$ cat src/rtl/xw_pkg.sv
package xw_pkg;

   localparam int ATTR_RD_BIT = 31;
   localparam int ATTR_WR_BIT = 30;
   localparam int ATTR_NS_BIT = 29;
   localparam int DIR_NEXT_BIT = 28;

   localparam logic [1:0] CFG_SEL_CTRL = 2'd0;
   localparam logic [1:0] CFG_SEL_ASID = 2'd1;
   localparam logic [1:0] CFG_SEL_BASE = 2'd2;

   typedef enum logic [1:0] {
      XW_OK       = 2'd0,
      XW_FLT_BASE = 2'd1,
      XW_FLT_DIR  = 2'd2,
      XW_FLT_TBL  = 2'd3
   } xw_fault_e;

   typedef enum logic [2:0] {
      WK_IDLE,
      WK_DIR_REQ,
      WK_DIR_WAIT,
      WK_TBL_REQ,
      WK_TBL_WAIT,
      WK_RESP
   } wk_state_e;

endpackage

$ cat src/rtl/xw_ctx_bank.sv
module xw_ctx_bank
   import xw_pkg::*;
#(
   parameter int NUM_ASID = 16,
   parameter int ASID_W   = 7
) (
   input  logic              clk,
   input  logic              rst_n,
   input  logic              cfg_we,
   input  logic [1:0]        cfg_sel,
   input  logic [31:0]       cfg_wdata,
   input  logic [ASID_W-1:0] rd_asid,
   output logic              xlate_en,
   output logic [31:0]       rd_base
);

   localparam int IDX_W = $clog2(NUM_ASID);

   generate
      if (NUM_ASID < 2 || NUM_ASID > (1 << ASID_W)) begin : g_bad_depth
         $error("xw_ctx_bank: NUM_ASID out of range");
      end
   endgenerate

   logic              en_q;
   logic [ASID_W-1:0] sel_q;
   logic [31:0]       slot_q [NUM_ASID];

   always_ff @(posedge clk or negedge rst_n) begin
      if (!rst_n) begin
         en_q  <= 1'b0;
         sel_q <= '0;
      end else if (cfg_we) begin
         if (cfg_sel == CFG_SEL_CTRL) en_q  <= cfg_wdata[0];
         if (cfg_sel == CFG_SEL_ASID) sel_q <= cfg_wdata[ASID_W-1:0];
      end
   end

   generate
      for (genvar g = 0; g < NUM_ASID; g++) begin : g_slot
         always_ff @(posedge clk or negedge rst_n) begin
            if (!rst_n)
               slot_q[g] <= '0;
            else if (cfg_we && cfg_sel == CFG_SEL_BASE &&
                     sel_q[IDX_W-1:0] == IDX_W'(g))
               slot_q[g] <= cfg_wdata;
         end
      end
   endgenerate

   assign xlate_en = en_q;
   assign rd_base  = slot_q[rd_asid[IDX_W-1:0]];


   asid_sel_load_chk: assert property (@(posedge clk) disable iff (!rst_n)
      cfg_we && cfg_sel == CFG_SEL_ASID |=> sel_q == $past(cfg_wdata[ASID_W-1:0]));


   en_load_chk: assert property (@(posedge clk) disable iff (!rst_n)
      cfg_we && cfg_sel == CFG_SEL_CTRL |=> xlate_en == $past(cfg_wdata[0]));

endmodule

$ cat src/rtl/xw_perm.sv
module xw_perm
   import xw_pkg::*;
#(
   parameter bit NEED_NEXT    = 1'b0,
   parameter bit NEED_NONZERO = 1'b0
) (
   input  logic [31:0] entry,
   input  logic        is_write,
   output logic        ok
);

   logic rw_ok;
   logic lvl_ok;

   assign rw_ok = is_write ? entry[ATTR_WR_BIT] : entry[ATTR_RD_BIT];

   generate
      if (NEED_NEXT && NEED_NONZERO) begin : g_both
         assign lvl_ok = entry[DIR_NEXT_BIT] && (entry != '0);
      end else if (NEED_NEXT) begin : g_next
         assign lvl_ok = entry[DIR_NEXT_BIT];
      end else if (NEED_NONZERO) begin : g_nz
         assign lvl_ok = (entry != '0);
      end else begin : g_none
         assign lvl_ok = 1'b1;
      end
   endgenerate

   assign ok = rw_ok && lvl_ok;

endmodule

$ cat src/rtl/xw_walker.sv
module xw_walker
   import xw_pkg::*;
#(
   parameter int PA_W     = 34,
   parameter int NUM_ASID = 16,
   parameter int ASID_W   = 7
) (
   input  logic              clk,
   input  logic              rst_n,
   input  logic              cfg_we,
   input  logic [1:0]        cfg_sel,
   input  logic [31:0]       cfg_wdata,
   input  logic              req_valid,
   output logic              req_ready,
   input  logic [ASID_W-1:0] req_asid,
   input  logic [31:0]       req_va,
   input  logic              req_write,
   output logic              rsp_valid,
   input  logic              rsp_ready,
   output logic [PA_W-1:0]   rsp_pa,
   output logic [1:0]        rsp_fault,
   output logic              mem_req_valid,
   input  logic              mem_req_ready,
   output logic [PA_W-1:0]   mem_req_addr,
   input  logic              mem_rsp_valid,
   input  logic [31:0]       mem_rsp_data
);

   localparam int PFN_W = PA_W - 12;

   generate
      if (PA_W < 32 || PA_W > 40) begin : g_bad_pa
         $error("xw_walker: PA_W must lie in 32..40");
      end
   endgenerate

   wk_state_e          state_q;
   logic [31:0]        va_q;
   logic               wr_q;
   logic [PA_W-1:0]    addr_q;
   logic [PA_W-1:0]    pa_q;
   xw_fault_e          flt_q;

   logic               xlate_en;
   logic [31:0]        sel_base;
   logic               base_ok;
   logic               dir_ok;
   logic               tbl_ok;
   logic               accept;

   xw_ctx_bank #(.NUM_ASID(NUM_ASID), .ASID_W(ASID_W)) i_bank (
      .clk       (clk),
      .rst_n     (rst_n),
      .cfg_we    (cfg_we),
      .cfg_sel   (cfg_sel),
      .cfg_wdata (cfg_wdata),
      .rd_asid   (req_asid),
      .xlate_en  (xlate_en),
      .rd_base   (sel_base)
   );

   xw_perm #(.NEED_NEXT(1'b0), .NEED_NONZERO(1'b0)) i_base_perm (
      .entry (sel_base), .is_write (req_write), .ok (base_ok));

   xw_perm #(.NEED_NEXT(1'b1), .NEED_NONZERO(1'b0)) i_dir_perm (
      .entry (mem_rsp_data), .is_write (wr_q), .ok (dir_ok));

   xw_perm #(.NEED_NEXT(1'b0), .NEED_NONZERO(1'b1)) i_tbl_perm (
      .entry (mem_rsp_data), .is_write (wr_q), .ok (tbl_ok));

   assign accept = req_valid && req_ready;

   always_ff @(posedge clk or negedge rst_n) begin
      if (!rst_n) begin
         state_q <= WK_IDLE;
         va_q    <= '0;
         wr_q    <= 1'b0;
         addr_q  <= '0;
         pa_q    <= '0;
         flt_q   <= XW_OK;
      end else begin
         unique case (state_q)
            WK_IDLE: begin
               if (accept) begin
                  va_q <= req_va;
                  wr_q <= req_write;
                  if (!xlate_en) begin
                     pa_q    <= PA_W'(req_va);
                     flt_q   <= XW_OK;
                     state_q <= WK_RESP;
                  end else if (!base_ok) begin
                     pa_q    <= '0;
                     flt_q   <= XW_FLT_BASE;
                     state_q <= WK_RESP;
                  end else begin
                     addr_q  <= {sel_base[PFN_W-1:0], req_va[31:22], 2'b00};
                     state_q <= WK_DIR_REQ;
                  end
               end
            end
            WK_DIR_REQ: if (mem_req_ready) state_q <= WK_DIR_WAIT;
            WK_DIR_WAIT: begin
               if (mem_rsp_valid) begin
                  if (dir_ok) begin
                     addr_q  <= {mem_rsp_data[PFN_W-1:0], va_q[21:12], 2'b00};
                     state_q <= WK_TBL_REQ;
                  end else begin
                     pa_q    <= '0;
                     flt_q   <= XW_FLT_DIR;
                     state_q <= WK_RESP;
                  end
               end
            end
            WK_TBL_REQ: if (mem_req_ready) state_q <= WK_TBL_WAIT;
            WK_TBL_WAIT: begin
               if (mem_rsp_valid) begin
                  if (tbl_ok) begin
                     pa_q  <= {mem_rsp_data[PFN_W-1:0], va_q[11:0]};
                     flt_q <= XW_OK;
                  end else begin
                     pa_q  <= '0;
                     flt_q <= XW_FLT_TBL;
                  end
                  state_q <= WK_RESP;
               end
            end
            WK_RESP: if (rsp_ready) state_q <= WK_IDLE;
            default: state_q <= WK_IDLE;
         endcase
      end
   end

   assign req_ready     = (state_q == WK_IDLE);
   assign rsp_valid     = (state_q == WK_RESP);
   assign rsp_pa        = pa_q;
   assign rsp_fault     = flt_q;
   assign mem_req_valid = (state_q == WK_DIR_REQ) || (state_q == WK_TBL_REQ);
   assign mem_req_addr  = addr_q;


   one_walk_chk: assert property (@(posedge clk) disable iff (!rst_n)
      req_valid && req_ready |=> !req_ready);


   rsp_hold_chk: assert property (@(posedge clk) disable iff (!rst_n)
      rsp_valid && !rsp_ready |=> rsp_valid && $stable(rsp_pa) && $stable(rsp_fault));


   mem_hold_chk: assert property (@(posedge clk) disable iff (!rst_n)
      mem_req_valid && !mem_req_ready |=> mem_req_valid && $stable(mem_req_addr));


   fault_zero_pa_chk: assert property (@(posedge clk) disable iff (!rst_n)
      rsp_valid && rsp_fault != XW_OK |-> rsp_pa == '0);


   pass_fast_chk: assert property (@(posedge clk) disable iff (!rst_n)
      req_valid && req_ready && !xlate_en |=> rsp_valid && rsp_pa == PA_W'($past(req_va)));


   base_no_read_chk: assert property (@(posedge clk) disable iff (!rst_n)
      req_valid && req_ready && xlate_en && !base_ok |=> rsp_valid && !mem_req_valid);

endmodule

$ cat config.mk
export PLATFORM = sky130hd
export DESIGN_NAME = xw_walker
export DESIGN_NICKNAME = d
export VERILOG_FILES = /design/src/rtl/xw_pkg.sv /design/src/rtl/xw_ctx_bank.sv /design/src/rtl/xw_perm.sv /design/src/rtl/xw_walker.sv
export SDC_FILE = /design/constraint.sdc
export NUM_CORES = 1
export LEC_CHECK = 0
export BUFFER_PORTS_ARGS = -buffer_cell sky130_fd_sc_hd__buf_4
export CAP_MARGIN = 20
export CORE_AREA = 2 2 242 268
export CTS_CLUSTER_DIAMETER = 30
export CTS_CLUSTER_SIZE = 25
export DETAILED_ROUTE_END_ITERATION = 16
export DIE_AREA = 0 0 244 270
export PLACE_DENSITY = 0.53
export SETUP_SLACK_MARGIN = 0.2
export SYNTH_ARGS = -nofsm -noshare
export SYNTH_HDL_FRONTEND = slang
export SYNTH_SLANG_ARGS = --single-unit
$ cat constraint.sdc
create_clock -name clk -period 2.34 [get_ports clk]
set_clock_uncertainty 0.05 [all_clocks]
set_input_delay 0.468 -clock clk [delete_from_list [all_inputs] [get_ports clk]]
set_output_delay 0.468 -clock clk [all_outputs]
set_load 0.01 [all_outputs]
==> summary.md <==
| Metric | Value |
|---|---|
| Root Buffer | `clkbuf_16` |
| Synth Area in XOR/XNOR | `0` |
| Rows | `97` |
| Worst path cell trace | `buf_4 > inv_1 > nor2_1 > buf_4` |
| CTS tree | `done` |
| Min Tclk post-route | `2.13 ns` |
| Crit-path max FO | `7` |
| Synthesis Warnings | `0` |
| RSZ-0062 raised after global routing | `yes` |
| DP Worst Slack | `-0.0963 ns` |
| Avg Inst Size Synth | `14.8 um^2` |
| Leakage power total | `13.3 nW` |
| Largest net degree at the start of global routing | `81` |
| CP required | `1.82 ns` |
| Worst setup margin | `0.213 ns` |
| Most common cell on crit path | `buf_4` |
| Routed vias/inst | `5.19` |
| Synth Area in Compound Gates | `0.0593` |
| Startpoint types | `flop` |
| Buffers on Ports | `165` |
| Slowest stage delay, CP | `0.41 ns` |
| Outcome | `completed` |
| Maximum VDD drop | `543 uV` |
| Reg clk slew, reported paths | `0.05 ns` |
| Power Dens Cells | `1220 nW/um^2` |
| Max Cap Viol | `0` |
| Inserted Clock Buffers | `99` |
| Number of global-route vias before repair | `15000` |
| Via Count | `13800` |
| Min-delay worst type | `in2reg` |
| Synthesized flop and latch total | `483` |
| Slew headroom | `0.313` |
| Die Wd | `244 um` |
| Placed cell area | `24900 um^2` |
| Netlist Area Pre-Place | `21900 um^2` |
| Worst Setup Path Type | `reg2out` |
| Top-count cell post-synth | `dfrtp_1` |
| Die ar. | `65900 um^2` |
| GR Overflow Total | `0` |
| Number of clock sinks | `483` |
| Main combinational cell family by area after synthesis | `multiplexers` |
| Die height | `270 um` |
| Post-detailed-routing wire length | `59.2 mm` |
| Final Util | `0.447` |
| 1st-pass router iterations | `5` |
| Crit path DAT | `1.61 ns` |
| Post-synth top area cell | `dfrtp_1` |
| Avg WL per Cell | `22.3 um` |
| Top post-synthesis cells by area | `dfrtp_1 55%, mux2_2 21%, mux4_2 9.1%` |
| FF-to-FF path depth | `8` |
| Async S/R FF share, synth | `1.00` |
| Fmax | `470 MHz` |
| Synth Instances | `1482` |
| Commonest cells in the netlist | `483 x dfrtp_1, 404 x mux2_2, 88 x mux4_2, 69 x nor2_1, 59 x clkbuf_1` |
| Initial Util | `0.346` |
| GRT Total Usage | `0.183` |
| Crit-path slowest cell | `dfrtp_2` |
| Final Hold Viols | `0` |
| Tcrit/Tclk final | `0.909` |
| Slew of the pin with the lowest slew margin | `1.03 ns` |
| # IOs | `186` |
| Non-Filler Instances | `2657` |
| Top cell type's share of synthesized area | `0.552` |
| Dpl hpwl | `37.2 mm` |
| Proportion of layout cells with a drive suffix above 1 | `0.532` |
| Nets@finish | `1850` |
| Clock buffer depth | `3` |
| Post-Route Setup TNS | `0 ns` |
| Post-Place Cells | `2470` |
| H-tree levels | `3` |
| Synth unique cells | `54` |
| Post-Synth Adder-Cell Area | `0` |
| # DRC | `0` |
| Final instance area | `28200 um^2` |
| Synth Area in Simple Gates | `0.0363` |
| Final number of max-transition violations | `0` |
| Final setup violation count | `0` |
| Most used DFF post-synth | `dfrtp_1` |
| Initial antenna violation count | `0` |
| Post-synthesis sequential area ratio | `0.552` |
| Post-synth EDFFs | `0` |
| Antenna Cells | `0` |
| DRT iter0 DRCs | `647` |
| Antenna-violating nets left | `0` |
| RePlAce Congestion | `0.805` |
| First-pass GRT wire length | `91.9 mm` |
| Worst-skew pair later-pin latency | `0.63 ns` |
| Post-synthesis mux area share | `0.318` |
| Worst hold stages | `2` |
| Core Region | `63200 um^2` |
| Critical Path Sink Type | `output port` |
| P&R area growth vs syn | `29.0%` |
==> per-layer routing <==
metal	GRT usage	wire, um
met1	0.235	25600
met4	0.0634	1310
met5	0	0
met2	0.308	29300
met3	0.0345	3040
==> registers in the layout, indices dropped and copies added, names as in the netlist <==
name	flops
state_q	3
rsp_fault	2
va_q	22
i_bank.slot_q	384
wr_q	1
rsp_pa	34
i_bank.xlate_en	1
mem_req_addr	32
i_bank.sel_q	4
==> critical path: cells and delay by family (launching register included) <==
family / cells / cell delay (ns)
DFF: 1 / 0.41
and+or+nand+nor: 1 / 0.10
buffers and inverters: 3 / 0.47
==> repair_timing <==
action	CTS	global route
endpoints found under the hold margin	36	0
setup buffers	6	0
hold buffers	1	0
gates cloned	0	0
gates resized for setup	3	4
endpoints found under the setup margin	3	37
pin swaps	0	0
==> worst paths after layout <==
kind / from / endpoint / slack (ns)
min: req_va[7] / va_q[7] / 0.04
max: state_q[0] / mem_req_valid / 0.21
max reg2reg: state_q[0] / rsp_fault[0] / 0.28
min reg2reg: rsp_pa[12] / rsp_pa[12] / 0.42
min in group asynchronous: rst_n / va_q[13] / 0.30
max in group asynchronous: rst_n / i_bank.sel_q[1] / 1.12
==> cells in the final DEF (no fill, tap or decap), drive strengths merged, types with 9 or more instances in the layout <==
cell	n
clkbuf	126
clkinvlp	13
a22oi	27
mux4	88
nand2	46
a221oi	44
a32oi	10
inv	36
nor2	72
mux2	423
a22o	22
clkinv	23
mux2i	18
a21o	35
buf	273
dfrtp	483
bufinv	9
==> cell type report <==
type / count / area (um^2)
tap: 841 / 1050
fill: 5588 / 35000
multi-input combinational: 852 / 9100
clock inverter: 54 / 603
inverter: 27 / 101
clock buffer: 126 / 2700
sequential: 483 / 12100
timing repair buffer: 274 / 2590
==> stage by stage <==
| stage | total power [W] | hold slack, ns |
|---|---|---|
| after detailed placement | 0.0208 | 0.364 |
| after global placement | 0.0204 | 0.360 |
| final | 0.0345 | 0.0355 |
| after global routing | 0.0362 | 0.0294 |
| after CTS | 0.0348 | 0.00138 |
| after floorplan | 0.0177 | 0.122 |
==> cell families (layout without fill, tap and decap cells) <==
kind of cell	count (synthesis)	count (layout)
AO/OA/AOI/OAI	159	159
buffers and inverters	148	481
flip-flops	483	483
multiplexers	529	529
other	1	2
AND/OR/NAND/NOR	162	162
==> power breakdown <==
part	switching, W	internal (W)
logic	0.00336	0.00474
clock network	0.00460	0.00913
registers	0.00145	0.0112
total	0.00941	0.0250
(Power assumes the default switching activity.)
